==> src/rtl/tdma_pkg.sv <==
package tdma_pkg;
  typedef enum logic [3:0] {
    S_IDLE, S_RD0, S_RD1, S_RD2, S_RDDATA, S_EMIT, S_EOF, S_WB, S_PARK, S_POLL
  } tdma_state_e;

  localparam int HOLD_BIT = 31;
  localparam int FE_BIT   = 30;
  localparam int HI_BIT   = 29;
  localparam int DONE_BIT = 28;
endpackage

==> src/rtl/tdma_unpack.sv <==
module tdma_unpack #(
  parameter int DW = 32,
  parameter int BW = 8,
  localparam int LANES = DW / BW,
  localparam int LW = $clog2(LANES),
  localparam int NW = LW + 1
) (
  input  logic          clk_i,
  input  logic          rst_ni,
  input  logic          load_i,
  input  logic [DW-1:0] word_i,
  input  logic [LW-1:0] first_i,
  input  logic [NW-1:0] num_i,
  input  logic          full_i,
  output logic          wr_o,
  output logic [BW-1:0] byte_o,
  output logic          empty_o
);
  logic [DW-1:0] word_q;
  logic [LW-1:0] idx_q;
  logic [NW-1:0] left_q;

  assign empty_o = (left_q == '0);
  assign wr_o    = !empty_o && !full_i;
  assign byte_o  = word_q[idx_q*BW +: BW];

  always_ff @(posedge clk_i or negedge rst_ni) begin
    if (!rst_ni) begin
      word_q <= '0;
      idx_q  <= '0;
      left_q <= '0;
    end else if (load_i) begin
      word_q <= word_i;
      idx_q  <= first_i;
      left_q <= num_i;
    end else if (wr_o) begin
      idx_q  <= idx_q + 1'b1;
      left_q <= left_q - 1'b1;
    end
  end

  // a new word is only taken once the previous one is drained
  a_r3_load_when_drained: assert property (@(posedge clk_i) disable iff (!rst_ni)
    load_i |-> empty_o);
  a_r3_lane_count: assert property (@(posedge clk_i) disable iff (!rst_ni)
    load_i |-> (num_i != '0 && num_i <= NW'(LANES)));
endmodule

==> src/rtl/tdma_irq_reg.sv <==
module tdma_irq_reg #(
  parameter int N = 3
) (
  input  logic         clk_i,
  input  logic         rst_ni,
  input  logic [N-1:0] ev_i,
  output logic [N-1:0] irq_o
);
  for (genvar i = 0; i < N; i++) begin : g_line
    always_ff @(posedge clk_i or negedge rst_ni) begin
      if (!rst_ni) irq_o[i] <= 1'b0;
      else         irq_o[i] <= ev_i[i];
    end
  end
endmodule

==> src/rtl/tdma_tx_engine.sv <==
module tdma_tx_engine
  import tdma_pkg::*;
#(
  parameter int AW = 32,
  parameter int DW = 32,
  parameter int BW = 8,
  parameter int CW = 16
) (
  input  logic          clk_i,
  input  logic          rst_ni,
  input  logic          cmd_start_i,
  input  logic          cfg_init_i,
  input  logic          cmd_poll_i,
  input  logic [AW-1:0] base_addr_i,
  input  logic          irq_frame_en_i,
  output logic          mem_req_o,
  output logic          mem_we_o,
  output logic [AW-1:0] mem_addr_o,
  output logic [DW-1:0] mem_wdata_o,
  input  logic          mem_ack_i,
  input  logic [DW-1:0] mem_rdata_i,
  output logic          fifo_wr_o,
  output logic [BW-1:0] fifo_data_o,
  output logic          fifo_eof_o,
  output logic          fifo_abort_o,
  input  logic          fifo_full_i,
  output logic          irq_frame_o,
  output logic          irq_host_o,
  output logic          irq_err_o
);
  localparam int LANES = DW / BW;
  localparam int LW    = $clog2(LANES);
  localparam int NW    = LW + 1;
  localparam int STEP  = DW / 8;

  tdma_state_e   state_q;
  logic [AW-1:0] desc_q, next_q, ptr_q;
  logic [DW-1:0] w0_q;
  logic [CW-1:0] rem_q;

  logic          hold, fe, hi, start_ok, wb_done, up_load, up_empty;
  logic [LW-1:0] off;
  logic [NW-1:0] avail, num;
  logic [AW-1:0] aligned;

  assign hold     = w0_q[HOLD_BIT];
  assign fe       = w0_q[FE_BIT];
  assign hi       = w0_q[HI_BIT];
  assign off      = ptr_q[LW-1:0];
  assign avail    = NW'(LANES) - NW'(off);
  assign num      = (rem_q < CW'(avail)) ? NW'(rem_q) : avail;
  assign aligned  = {ptr_q[AW-1:LW], {LW{1'b0}}};
  assign start_ok = cmd_start_i && cfg_init_i && (state_q == S_IDLE || state_q == S_PARK);
  assign wb_done  = (state_q == S_WB) && mem_ack_i;
  assign up_load  = (state_q == S_RDDATA) && mem_ack_i;

  always_comb begin
    mem_req_o   = 1'b0;
    mem_we_o    = 1'b0;
    mem_addr_o  = desc_q;
    mem_wdata_o = w0_q | (DW'(1) << DONE_BIT);
    unique case (state_q)
      S_RD0, S_POLL: mem_req_o = 1'b1;
      S_RD1:  begin mem_req_o = 1'b1; mem_addr_o = desc_q + AW'(STEP);   end
      S_RD2:  begin mem_req_o = 1'b1; mem_addr_o = desc_q + AW'(2*STEP); end
      S_RDDATA: begin mem_req_o = 1'b1; mem_addr_o = aligned; end
      S_WB:   begin mem_req_o = 1'b1; mem_we_o = 1'b1; end
      default: ;
    endcase
  end

  always_ff @(posedge clk_i or negedge rst_ni) begin
    if (!rst_ni) begin
      state_q <= S_IDLE;
      desc_q  <= '0;
      next_q  <= '0;
      ptr_q   <= '0;
      w0_q    <= '0;
      rem_q   <= '0;
    end else begin
      unique case (state_q)
        S_IDLE, S_PARK: begin
          if (start_ok) begin
            desc_q  <= base_addr_i;
            state_q <= S_RD0;
          end else if (state_q == S_PARK && cmd_poll_i) begin
            state_q <= S_POLL;
          end
        end
        S_RD0: if (mem_ack_i) begin
          w0_q    <= mem_rdata_i;
          rem_q   <= mem_rdata_i[CW-1:0];
          state_q <= S_RD1;
        end
        S_RD1: if (mem_ack_i) begin
          ptr_q   <= mem_rdata_i[AW-1:0];
          state_q <= S_RD2;
        end
        S_RD2: if (mem_ack_i) begin
          next_q  <= mem_rdata_i[AW-1:0];
          state_q <= (rem_q == '0) ? (fe ? S_EOF : S_WB) : S_RDDATA;
        end
        S_RDDATA: if (mem_ack_i) begin
          ptr_q   <= aligned + AW'(STEP);
          rem_q   <= rem_q - CW'(num);
          state_q <= S_EMIT;
        end
        S_EMIT: if (up_empty) begin
          state_q <= (rem_q == '0) ? (fe ? S_EOF : S_WB) : S_RDDATA;
        end
        S_EOF: state_q <= S_WB;
        S_WB: if (mem_ack_i) begin
          if (hold) state_q <= S_PARK;
          else begin
            desc_q  <= next_q;
            state_q <= S_RD0;
          end
        end
        S_POLL: if (mem_ack_i) begin
          if (mem_rdata_i[HOLD_BIT]) state_q <= S_PARK;
          else begin
            desc_q  <= next_q;
            state_q <= S_RD0;
          end
        end
        default: state_q <= S_IDLE;
      endcase
    end
  end

  tdma_unpack #(.DW(DW), .BW(BW)) u_unpack (
    .clk_i   (clk_i),
    .rst_ni  (rst_ni),
    .load_i  (up_load),
    .word_i  (mem_rdata_i),
    .first_i (off),
    .num_i   (num),
    .full_i  (fifo_full_i),
    .wr_o    (fifo_wr_o),
    .byte_o  (fifo_data_o),
    .empty_o (up_empty)
  );

  assign fifo_eof_o   = (state_q == S_EOF);
  assign fifo_abort_o = wb_done && hold && !fe;

  tdma_irq_reg #(.N(3)) u_irq (
    .clk_i  (clk_i),
    .rst_ni (rst_ni),
    .ev_i   ({wb_done && fe && irq_frame_en_i, wb_done && hi, fifo_abort_o}),
    .irq_o  ({irq_frame_o, irq_host_o, irq_err_o})
  );

  a_r4_no_push_when_full: assert property (@(posedge clk_i) disable iff (!rst_ni)
    fifo_wr_o |-> !fifo_full_i);
  a_r5_eof_alone: assert property (@(posedge clk_i) disable iff (!rst_ni)
    fifo_eof_o |-> (!fifo_wr_o && !mem_req_o));
  a_r9_abort_then_err: assert property (@(posedge clk_i) disable iff (!rst_ni)
    fifo_abort_o |=> irq_err_o);
  a_r7_frame_pulse: assert property (@(posedge clk_i) disable iff (!rst_ni)
    irq_frame_o |=> !irq_frame_o);
  a_r12_aligned: assert property (@(posedge clk_i) disable iff (!rst_ni)
    mem_req_o |-> (mem_addr_o[LW-1:0] == '0));
  a_r12_req_held: assert property (@(posedge clk_i) disable iff (!rst_ni)
    (mem_req_o && !mem_ack_i) |=> (mem_req_o && $stable(mem_addr_o) && $stable(mem_we_o)));
endmodule

==> config.mk <==
export PLATFORM = sky130hd
export DESIGN_NAME = tdma_tx_engine
export DESIGN_NICKNAME = d
export VERILOG_FILES = /design/src/rtl/tdma_pkg.sv /design/src/rtl/tdma_unpack.sv /design/src/rtl/tdma_irq_reg.sv /design/src/rtl/tdma_tx_engine.sv
export SDC_FILE = /design/constraint.sdc
export NUM_CORES = 1
export LEC_CHECK = 0
export ABC_AREA = 1
export CELL_PAD_IN_SITES_DETAIL_PLACEMENT = 0
export CELL_PAD_IN_SITES_GLOBAL_PLACEMENT = 1
export CORE_AREA = 2 2 166 168
export CTS_BUF_LIST = sky130_fd_sc_hd__clkbuf_16
export DETAILED_ROUTE_END_ITERATION = 16
export DIE_AREA = 0 0 168 170
export HOLD_SLACK_MARGIN = 0.05
export PLACE_DENSITY = 0.92
export SLEW_MARGIN = 20
export SYNTH_ARGS = -nofsm -noshare
export SYNTH_HDL_FRONTEND = slang
export SYNTH_SLANG_ARGS = --single-unit
==> constraint.sdc <==
create_clock -name clk_i -period 9.8 [get_ports clk_i]
set_clock_uncertainty 0.2 [all_clocks]
set_input_delay 1.96 -clock clk_i [delete_from_list [all_inputs] [get_ports clk_i]]
set_output_delay 1.96 -clock clk_i [all_outputs]
set_load 0.1 [all_outputs]
# Yosys cells after proc, flatten, opt, wreduce, memory -nomap -nowiden
# Cells that the tools add are included.
# Widths: inputs -> output; s select.
[word_totals]
reg_bits = 188
latch_bits = 0
ram_bits = 0
rom_bits = 0
in_bits = 72
elab_cells = 105
memories = 0
[op_classes]
n_addsub = 7
n_mul = 0
div = 0
n_lt_le_gt_ge = 1
n_eq_ne = 20
shifts = 1
n_mux = 34
n_bitwise = 0
reduce_logical = 30
[ops]
columns = ["op", "count"]
rows = [
  ["$mux 32", 7],
  ["$pmux 32 s3", 2],
  ["$add 32x3->32 const B", 2],
  ["$pmux 32 s2", 1],
  ["$mux 4", 11],
  ["$pmux 4 s9", 1],
  ["$add 32x4->32 const B", 1],
  ["$mux 16", 2],
  ["$pmux 16 s2", 1],
  ["$shiftx 32x6->8", 1],
  ["$ne 2x2->1 const B", 9],
  ["$eq 4x3->1 const B", 4],
  ["$logic_not 16->1", 1],
  ["$lt 16x3->1", 1],
  ["$sub 16x3->16", 1],
  ["$logic_and 1x1->1", 11],
  ["$mux 3", 3],
  ["$eq 4x2->1 const B", 2],
  ["$eq 4x4->1 const B", 2],
  ["$reduce_and 8->1", 1],
  ["$mux 2", 3],
  ["$reduce_and 3->1", 2],
  ["$reduce_and 6->1", 1],
  ["$reduce_bool 2->1", 3],
  ["15 further kinds", 20],
]

# Logic depth before layout (Yosys ltp)
[depth]
depth_word = 6
mapped_depth = 21

# Cells and area by module
# A second synthesis with hierarchy kept.
[hier_totals]
hier_cells = 1717
hier_area_um2 = 11596.1
[by_module_without_submodules]
columns = ["module", "instances", "cells_each", "area_per_inst_um2"]
rows = [
  ["tdma_tx_engine", 1, 1495, 9751.9],
  ["tdma_unpack", 1, 219, 1769.2],
  ["tdma_irq_reg", 1, 3, 75.1],
]

# Worst setup path before layout
# OpenSTA, ideal clock, no wires.
[synth_timing]
path_kind = "input to output"
start = "input port mem_ack_i"
end = "output port fifo_abort_o"
t_arrival_ps = 4348
required_ps = 7640
slack_ps = 3292
stages = 3
n_path_buf = 1
path_cell_list = "buf_4 > inv_1 > nor3_1"
[synth_between]
elab_chain_len = 3
[synth_lines]
columns = ["element", "line", "rtl"]
rows = [
  ["start: declaration", "tdma_tx_engine.sv:20", "input logic mem_ack_i,"],
  ["$logic_and 1x1->1", "tdma_tx_engine.sv:54", "assign wb_done = (state_q == S_WB) && mem_ack_i;"],
  ["$logic_and 1x1->1 (2 in a row)", "tdma_tx_engine.sv:145", "assign fifo_abort_o = wb_done && hold && !fe;"],
  ["end: declaration", "tdma_tx_engine.sv:25", "output logic fifo_abort_o,"],
]
# Every way passes these cells.

# Worst setup path after layout
# Same ends and word-level chain as after synthesis.

==> reports/metrics.yaml <==
dpl.hpwl_mm: 29.7
antenna_found_initial: 0
synth_mux_area_frac: 0
clockBufferDepth: 2
period_share: 0.664
slowest_stage: "clkdlybuf4s50_1"
tightestPinTransition_ns: 1.05
startpoint: "mem_ack_i"
drt-vias-per-instance: 5.48
fmax_mhz: 154
cts_made_buffers: 17
timing.critical_path.depth: 4
drt-pass1-iter-count: 5
path_delay_family: "buffers and inverters"
fin_ws_ns: 3.29
setup_viol: 0
synth.distinct_cells: 45
required_ns: 7.64
reg2reg_to: "rem_q[12]"
synth-simple-area-share: 0.336
synthAdderAreaFrac: 0.0127
clk_latency_ns: 0.45
instances_no_fill: 2167
drive_above_1_share: 0.0422
synth_top_flop_cell: "dfrtp_1"
rsz0062_at_grt: "false"
cp_max_fo: 6
io-pin-count: 152
die_h_um: 170
synth_top_family_by_area: "simple AND/OR/NAND/NOR gates"
synth_seq_cells: 187
rrSetupSlack_ns: 6.01
final_antenna_net_count: 0
status: "finished, final reports clean"
ys_warn_count: 0
syn_area_sq_um: 11400
start_util: 0.428
slew_violations: 0
ctsResizeCount: 0
root_buffer: "clkbuf_16"
synthCells: 1700
cp_num_buf_inv: 3
setup.worst_path.end: "fifo_abort_o"
maxCapViolCount: 0
cts_tree: "yes"
clk_pin_slew_ns: 0.08
whs_ns: 0.288
finalSetupTns_ns: 0
synth_edf_count: 0
htreeDepth: 4
critPathKind: "input port to output port"
slew_headroom: 0.300
drt_iter0_drc: 1162
globalplace.congestion: 0.904
drc: 0
async_flop_share: 1.00
wl_mm: 40.7
reg2regPathDepth: 20
die_w_um: 168
grt_first_pass_wirelength_mm: 62.2
crit-reg2reg-launch: "ptr_q[0]"
grt-ovfl-total: 0
via_count: 11900
ctsHoldBuffers: 0
cp-start-kind: "input port"
dp_slack_ns: 3.32
num_rows: 60
post_cts_buffers: 0
place_inst: 2134
track_usage: 0.286
cpPeakStageDelay_ns: 1.19
dieArea_sq_um: 28600
synth.avg_cell_area_sq_um: 6.70
wl_per_cell_um: 18.8
seq_area_frac_synth: 0.411
num_antenna_cells: 0
finalCriticalPeriod_ns: 6.51
grt_max_degree: 111
cp-end-kind: "output port"
grt_pass1_vias: 11000
worstPathArrival_ns: 4.35
cpMostUsedCell: "clkdlybuf4s50_1"
worstPathCellList: "clkdlybuf4s50_1 -> inv_1 -> nor3_1 -> clkdlybuf4s50_1"
worstHoldPathType: "register to register"
layout.nets: 1896
finalHoldViolations: 0
synth-compound-area-share: 0.148
clock-sinks: 187
core_sq_um: 26700
yosys.area_share.xor_xnor: 0.00231
syn_nets: 1783
area_delta_synth_final_pct: 20.7
portBuffers: 150
## flip-flops by register name, indices dropped and copies added, names as in the netlist
signal / count
u_unpack.word_q: 32
u_unpack.left_q: 3
u_unpack.idx_q: 2
state_q: 4
w0_q: 31
desc_q: 32
ptr_q: 32
u_irq.irq_o: 3
next_q: 32
rem_q: 16
## routing by layer
metal	global-route usage	wire [um]	part of all wire	up-vias
met5	0	0	0	-
met4	0.127	1750	0.043	0
met3	0.0405	2670	0.066	74
met2	0.472	18900	0.46	473
met1	0.375	17400	0.43	5655
li1	-	-	-	5683
## placed cells by master (no fill, tap or decap), types with 2 or more instances in the layout
cell / n
o2111ai_1: 4
dfrtp_1: 187
or2_2: 2
o221ai_1: 2
clkbuf_16: 17
inv_1: 176
inv_8: 2
clkinv_8: 5
nand3_1: 100
nand2_2: 8
clkinv_4: 2
nor2_2: 5
clkdlybuf4s50_1: 149
o21ai_0: 193
inv_12: 4
nand2_1: 545
and2_1: 4
nor2_1: 216
a21oi_1: 43
xor2_1: 3
a21boi_0: 2
o21ai_1: 34
nor3_1: 10
o22ai_1: 16
inv_2: 11
nand3b_1: 2
buf_4: 7
nand4_1: 33
nor2_4: 2
ha_1: 10
nand2_4: 3
a31oi_1: 9
## cell usage after synthesis (5+ instances only)
| cell type | number | area (sq um) |
|---|---|---|
| o21ai_1 | 34 | 170 |
| nand2_2 | 6 | 37.5 |
| nand4_1 | 33 | 206 |
| o22ai_1 | 16 | 100 |
| buf_4 | 9 | 67.6 |
| nand3_1 | 100 | 500 |
| clkbuf_1 | 19 | 71.3 |
| o21ai_0 | 193 | 966 |
| inv_1 | 176 | 661 |
| ha_1 | 10 | 125 |
| dfrtp_1 | 187 | 4680 |
| nor3_1 | 10 | 50.1 |
| inv_2 | 11 | 41.3 |
| a31oi_1 | 9 | 56.3 |
| a21oi_1 | 43 | 215 |
| buf_2 | 32 | 160 |
| nor2_2 | 5 | 31.3 |
| nor2_1 | 216 | 811 |
| nand2_1 | 547 | 2050 |
## metrics by stage
step | area [sq um] | utilization
floorplan | 11400 | -
global placement | 13100 | 0.490
detailed placement | 13100 | 0.490
CTS | 13700 | 0.515
global route | 13700 | 0.516
finish | 13700 | 0.516
## area by class of cell
class / count / area [sq um]
well taps: 341 / 427
clock buffers: 17 / 425
repair buffers: 158 / 1590
flip-flops and latches: 187 / 4680
clock inverters: 15 / 225
fillers: 2715 / 12900
multi-input cells: 1262 / 5700
inverters: 187 / 702
## how the worst min path moves through the flow
| stage | cells after the start | slack, ns | start | endpoint |
|---|---|---|---|---|
| after floorplan | 2 | 0.25 | u_unpack.word_q[16] | u_unpack.word_q[16] |
| final | 2 | 0.29 | next_q[22] | next_q[22] |
| after CTS | 2 | 0.29 | u_unpack.word_q[14] | u_unpack.word_q[14] |
| after global placement | 2 | 0.26 | u_unpack.word_q[13] | u_unpack.word_q[13] |
| after global routing | 2 | 0.31 | u_unpack.word_q[4] | u_unpack.word_q[4] |
| after detailed placement | 2 | 0.27 | u_unpack.word_q[14] | u_unpack.word_q[14] |
## worst min-delay path, cell delays in order, from the launching register on
cell,delay (ns)
dfrtp_1,0.35
nand2_1,0.05
o21ai_0,0.05
## kinds of logic after synthesis
family	Yosys count
AOI/OAI and AO/OA	314
adders and majority gates	11
buffers and inverters	251
DFF	187
and+or+nand+nor	933
other	1
xor gates and xnor gates	3
Power is not shown: default switching activity piles up to over one toggle a cycle in this logic, so the estimate is an artifact.
